--- config.mk ---
export PLATFORM = sky130hd
export DESIGN_NAME = page_shadow_resolver
export DESIGN_NICKNAME = d
export VERILOG_FILES = /design/src/rtl/psr_pkg.sv /design/src/rtl/psr_ctrl.sv /design/src/rtl/psr_datapath.sv /design/src/rtl/page_shadow_resolver.sv
export SDC_FILE = /design/constraint.sdc
export NUM_CORES = 1
export LEC_CHECK = 0
export BUFFER_PORTS_ARGS = -buffer_cell sky130_fd_sc_hd__buf_2
export CAP_MARGIN = 20
export CORE_AREA = 4 4 129 131
export CTS_CLUSTER_DIAMETER = 150
export DETAILED_ROUTE_END_ITERATION = 8
export DIE_AREA = 0 0 133 135
export PLACE_DENSITY = 0.74
export SYNTH_ARGS = -nofsm -noshare
export SYNTH_HDL_FRONTEND = slang
export SYNTH_HIERARCHICAL = 1
export SYNTH_SLANG_ARGS = --single-unit
--- constraint.sdc ---
create_clock -name clk -period 5.35 [get_ports clk]
set_input_delay 0.535 -clock clk [delete_from_list [all_inputs] [get_ports clk]]
set_output_delay 0.535 -clock clk [all_outputs]
set_load 0.01 [all_outputs]
--- src/rtl/psr_pkg.sv ---
package psr_pkg;

  typedef enum logic [1:0] {
    ST_IDLE,
    ST_READ,
    ST_WAIT,
    ST_DONE
  } psr_state_t;

  // strobes from the control to the datapath
  typedef struct packed {
    logic capReq;     // latch request fields
    logic capShadow;  // latch returned shadow entry
  } psr_strobe_t;

endpackage

--- src/rtl/psr_ctrl.sv ---
module psr_ctrl
  import psr_pkg::*;
(
  input  logic        clk,
  input  logic        rstN,
  input  logic        reqValid,
  input  logic        shReqReady,
  input  logic        shRspValid,
  input  logic        resReady,
  output logic        reqReady,
  output logic        shReqValid,
  output logic        resValid,
  output psr_strobe_t strobe
);

  psr_state_t state, stateNext;

  always_ff @(posedge clk or negedge rstN) begin
    if (!rstN) state <= ST_IDLE;
    else       state <= stateNext;
  end

  always_comb begin
    stateNext = state;
    unique case (state)
      ST_IDLE: if (reqValid)   stateNext = ST_READ;
      ST_READ: if (shReqReady) stateNext = ST_WAIT;
      ST_WAIT: if (shRspValid) stateNext = ST_DONE;
      ST_DONE: if (resReady)   stateNext = ST_IDLE;
      default:                 stateNext = ST_IDLE;
    endcase
  end

  assign reqReady         = (state == ST_IDLE);
  assign shReqValid       = (state == ST_READ);
  assign resValid         = (state == ST_DONE);
  assign strobe.capReq    = (state == ST_IDLE) && reqValid;
  assign strobe.capShadow = (state == ST_WAIT) && shRspValid;

endmodule

--- src/rtl/psr_datapath.sv ---
module psr_datapath
  import psr_pkg::*;
#(
  parameter int ADDR_W    = 32,
  parameter int TYPE_W    = 64,
  parameter int SHADOW_W  = 16,
  parameter int PAGE_BITS = 12,
  localparam int PAGE_NUM_W = ADDR_W - PAGE_BITS
) (
  input  logic                  clk,
  input  logic                  rstN,
  input  psr_strobe_t           strobe,
  input  logic                  resValid,
  input  logic [TYPE_W-1:0]     reqTypeId,
  input  logic [ADDR_W-1:0]     reqTarget,
  input  logic [ADDR_W-1:0]     reqDiag,
  input  logic [SHADOW_W-1:0]   shRspData,
  output logic [PAGE_NUM_W-1:0] shReqIndex,
  output logic                  resAllow,
  output logic                  resViolation,
  output logic                  resDispatch,
  output logic [ADDR_W-1:0]     resCheckAddr,
  output logic [TYPE_W-1:0]     resTypeId,
  output logic [ADDR_W-1:0]     resTarget,
  output logic [ADDR_W-1:0]     resDiag
);

  localparam logic [SHADOW_W-1:0] TRUSTED_CODE = '1;
  localparam logic [SHADOW_W-1:0] INVALID_CODE = '0;

  logic [TYPE_W-1:0]   typeIdReg;
  logic [ADDR_W-1:0]   targetReg;
  logic [ADDR_W-1:0]   diagReg;
  logic [SHADOW_W-1:0] shadowReg;

  always_ff @(posedge clk or negedge rstN) begin
    if (!rstN) begin
      typeIdReg <= '0;
      targetReg <= '0;
      diagReg   <= '0;
    end else if (strobe.capReq) begin
      typeIdReg <= reqTypeId;
      targetReg <= reqTarget;
      diagReg   <= reqDiag;
    end
  end

  always_ff @(posedge clk or negedge rstN) begin
    if (!rstN)                 shadowReg <= '0;
    else if (strobe.capShadow) shadowReg <= shRspData;
  end

  // page arithmetic: round target up to a page, step back (V+1) pages
  logic [PAGE_NUM_W-1:0] targetPage;
  logic                  offsetNonZero;
  logic [PAGE_NUM_W-1:0] roundedPage;
  logic [PAGE_NUM_W-1:0] shadowWide;
  logic [PAGE_NUM_W-1:0] checkPage;

  assign targetPage    = targetReg[ADDR_W-1:PAGE_BITS];
  assign offsetNonZero = |targetReg[PAGE_BITS-1:0];
  assign roundedPage   = targetPage + PAGE_NUM_W'(offsetNonZero);

  generate
    if (PAGE_NUM_W > SHADOW_W) begin : g_extend
      assign shadowWide = {{(PAGE_NUM_W-SHADOW_W){1'b0}}, shadowReg};
    end else begin : g_trunc
      assign shadowWide = shadowReg[PAGE_NUM_W-1:0];
    end
  endgenerate

  assign checkPage    = roundedPage - shadowWide - PAGE_NUM_W'(1);
  assign resCheckAddr = {checkPage, {PAGE_BITS{1'b0}}};

  logic isTrusted, isInvalid;
  assign isTrusted = (shadowReg == TRUSTED_CODE);
  assign isInvalid = (shadowReg == INVALID_CODE);

  assign resAllow     = resValid && isTrusted;
  assign resViolation = resValid && isInvalid;
  assign resDispatch  = resValid && !isTrusted && !isInvalid;

  assign shReqIndex = targetPage;
  assign resTypeId  = typeIdReg;
  assign resTarget  = targetReg;
  assign resDiag    = diagReg;

endmodule

--- src/rtl/page_shadow_resolver.sv ---
module page_shadow_resolver
  import psr_pkg::*;
#(
  parameter int ADDR_W    = 32,
  parameter int TYPE_W    = 64,
  parameter int SHADOW_W  = 16,
  parameter int PAGE_BITS = 12
) (
  input  logic                        clk,
  input  logic                        rstN,
  input  logic                        reqValid,
  output logic                        reqReady,
  input  logic [TYPE_W-1:0]           reqTypeId,
  input  logic [ADDR_W-1:0]           reqTarget,
  input  logic [ADDR_W-1:0]           reqDiag,
  output logic                        shReqValid,
  input  logic                        shReqReady,
  output logic [ADDR_W-PAGE_BITS-1:0] shReqIndex,
  input  logic                        shRspValid,
  input  logic [SHADOW_W-1:0]         shRspData,
  output logic                        resValid,
  input  logic                        resReady,
  output logic                        resAllow,
  output logic                        resViolation,
  output logic                        resDispatch,
  output logic [ADDR_W-1:0]           resCheckAddr,
  output logic [TYPE_W-1:0]           resTypeId,
  output logic [ADDR_W-1:0]           resTarget,
  output logic [ADDR_W-1:0]           resDiag
);

  psr_strobe_t strobe;

  psr_ctrl ctrlI (
    .clk        (clk),
    .rstN       (rstN),
    .reqValid   (reqValid),
    .shReqReady (shReqReady),
    .shRspValid (shRspValid),
    .resReady   (resReady),
    .reqReady   (reqReady),
    .shReqValid (shReqValid),
    .resValid   (resValid),
    .strobe     (strobe)
  );

  psr_datapath #(
    .ADDR_W    (ADDR_W),
    .TYPE_W    (TYPE_W),
    .SHADOW_W  (SHADOW_W),
    .PAGE_BITS (PAGE_BITS)
  ) dpI (
    .clk          (clk),
    .rstN         (rstN),
    .strobe       (strobe),
    .resValid     (resValid),
    .reqTypeId    (reqTypeId),
    .reqTarget    (reqTarget),
    .reqDiag      (reqDiag),
    .shRspData    (shRspData),
    .shReqIndex   (shReqIndex),
    .resAllow     (resAllow),
    .resViolation (resViolation),
    .resDispatch  (resDispatch),
    .resCheckAddr (resCheckAddr),
    .resTypeId    (resTypeId),
    .resTarget    (resTarget),
    .resDiag      (resDiag)
  );

endmodule

==> flow_summary.yaml <==
cts:
  numCtsBuffers: 17
  cts_buffer_depth: 2
  clk_latency_ns: 0.41
  h-tree-depth: 4
  tritoncts: "done"
  cts_resized: 0
  path_clk_slew_ns: 0.07
  root_buffer: "clkbuf_16"
  clock-sinks: 146
  cts_setup_buffers: 0
  cts_hold_buf: 0
timing:
  rsz0062_at_grt: "false"
  fin_tns_setup_ns: 0
  relSlewSlack: 0.3670
  slew_violations: 0
  period_share: 0.7709
  skew_ns: 0.009196
  holdWs_ns: 0.1374
  setup_violations: 0
  period_needed_ns: 4.124
  tightest_slew_ns: 0.9494
  fmax_mhz: 242.5
  timing.final.hold_violations: 0
synthesis:
  postSynthCellCount: 539
  synth-edff-count: 0
  syn_area_sq_um: 6829
  synth.yosys.seq_area_share: 0.5350
  ys.flop_type: "dfrtp_1"
  async_flop_share: 1.000
  yosysWarnings: 6
  ys_ff_latch: 146
  synth.distinct_cells: 47
  syn_avg_cell_area_sq_um: 12.67
min_path:
  hp-class: "input port to async pin"
route:
  drc: 0
  wl_per_cell_microns: 17.25
  initialDrtViolationCount: 196
  routed_wl_mm: 18.47
  antenna_left: 0
  vias: 5315
  vias_per_cell: 4.963
  dr.pass1.iters: 4
global_route:
  antenna_found_initial: 1
  grt_pass1_wl_mm: 28.72
  grt_util_all_layers: 0.2020
  grt_overflow_total: 0
  grt_max_degree: 85
  grt_pass1_vias: 5495
placed_design:
  dpl-instance-area_sq_um: 8459
  port_buffers: 323
  dp_hpwl_mm: 14.39
  gp_congestion: 0.9325
floorplanning:
  num_rows: 46
  die_h_microns: 135
  core-area_sq_um: 15600
  io_pins: 336
  die_w_microns: 133
  start_util: 0.4378
  die_area_sq_um: 17960
power_and_ir_drop:
  p_leak_nw: 4.451
  cellPowerDensity_nw_per_um2: 750.2
  ir_drop_mv: 0.3495
  finalPower_mw: 6.798
setup_path:
  path_class: "register to output port"
  critPathArrivalTime_ns: 3.59
  cp_max_fo: 3
  required_ns: 4.82
  worstSetupEndpointType: "output port"
  setup.worst_path.start_class: "register"
cells_and_area:
  final_cell_mix: "buf_2 (322), dfrtp_1 (146), mux2_2 (128), nand2_1 (28), inv_1 (27)"
  final_nets: 1014
  layout-drive-gt1-share: 0.5801
  final_common_cell: "buf_2"
  final-seq-area_sq_um: 3654
  antenna_cells: 0
  multi_input_area_sq_um: 2789
  fillers: 1312
  final_area_sq_um: 9062
  area_growth_pct: 32.70
run:
  cap_viol_max_count: 0
outcome:
  status: "finished clean"
path summary, 6_finish.rpt:
kind / slack [ns] / to / start / cells after the start
max: 1.23 / resCheckAddr[30] / dpI/resTarget[2] / 10
max in group asynchronous: 3.89 / dpI/resTypeId[35] / rstN / 2
min in group clk: 0.34 / dpI/shadowReg[3] / shRspData[3] / 3
min reg2reg: 0.50 / dpI/resTypeId[56] / dpI/resTypeId[56] / 1
min: 0.14 / dpI/resTarget[19] / rstN / 1
max reg2reg: 2.88 / dpI/resTarget[14] / ctrlI/state[0] / 5
sequential cells by signal (all words and copies together) (netlist names):
register and cells:
ctrlI/state 2, dpI/resDiag 32, dpI/resTarget 32, dpI/resTypeId 64, dpI/shadowReg 16
power breakdown:
part	internal [mW]	switching (mW)	leakage (nW)
registers	1.67	0.375	1.73
logic	1.66	1.88	2.44
clock network	0.705	0.498	0.278
total	4.04	2.76	4.45
cells in the mapped netlist, types with 3 or more instances:
master | count | area [sq um]
inv_1 | 27 | 101.4
buf_4 | 32 | 240.2
o21ai_0 | 22 | 110.1
mux2_2 | 128 | 1441
o21ai_1 | 3 | 15.01
a21oi_1 | 18 | 90.09
nor2_1 | 10 | 37.54
a21o_1 | 3 | 22.52
ha_1 | 20 | 250.2
clkbuf_1 | 11 | 41.29
nand2_1 | 28 | 105.1
xor2_1 | 6 | 52.55
and2_1 | 5 | 31.28
a211oi_1 | 3 | 22.52
o211ai_1 | 4 | 30.03
nor2b_1 | 3 | 18.77
xnor2_1 | 9 | 78.83
a21o_2 | 4 | 35.03
nor4_1 | 8 | 50.05
buf_2 | 6 | 30.03
dfrtp_1 | 146 | 3654
nand4_1 | 8 | 50.05
a221oi_1 | 3 | 26.28
worst max-delay path, cell delays in order (launching register included):
cell and delay [ns]:
dfrtp_1 0.39, nor4_1 0.36, nand3_1 0.18, fa_1 0.47
fa_1 0.45, a211o_1 0.32, a211o_1 0.37, a21oi_1 0.23
o21ai_1 0.11, xnor2_1 0.16, buf_2 0.14
kinds of logic after synthesis:
logic type               Yosys count  synth area share
adder cells (fa/ha/maj)           22           0.04251
multiplexers                     130            0.2147
AND/OR/NAND/NOR                   69           0.05020
buffers and inverters             80           0.06303
AO/OA/AOI/OAI                     76           0.07475
other                              1         0.0005491
XOR/XNOR                          15           0.01924
flip-flops                       146            0.5350
layout make-up:
type	instances	area share
clock buffers	18	0.04736
clock inverters	14	0.01919
inverters	27	0.01118
multi-input cells	324	0.3077
flip-flops and latches	146	0.4031
well taps	216	0.02982
repair buffers	326	0.1816
through the flow:
| step | utilization | worst slack (ns) | std cells |
|---|---|---|---|
| floorplan | - | 2.049 | 550 |
| global placement | 0.5424 | 1.755 | 1039 |
| detailed placement | 0.5424 | 1.708 | 1039 |
| CTS | 0.5810 | 1.247 | 1071 |
| global route | 0.5810 | 1.050 | 1071 |
| finish | 0.5810 | 1.226 | 1071 |
per-layer routing:
layer	share of wire	track usage	routed length [microns]	up-vias
met5	0.00038	0	7	-
li1	-	-	-	2462
met3	0.094	0.07712	1738	28
met2	0.49	0.3403	9139	264
met4	0.023	0.06467	422	2
met1	0.39	0.2400	7166	2559
(Power assumes the default switching activity.)
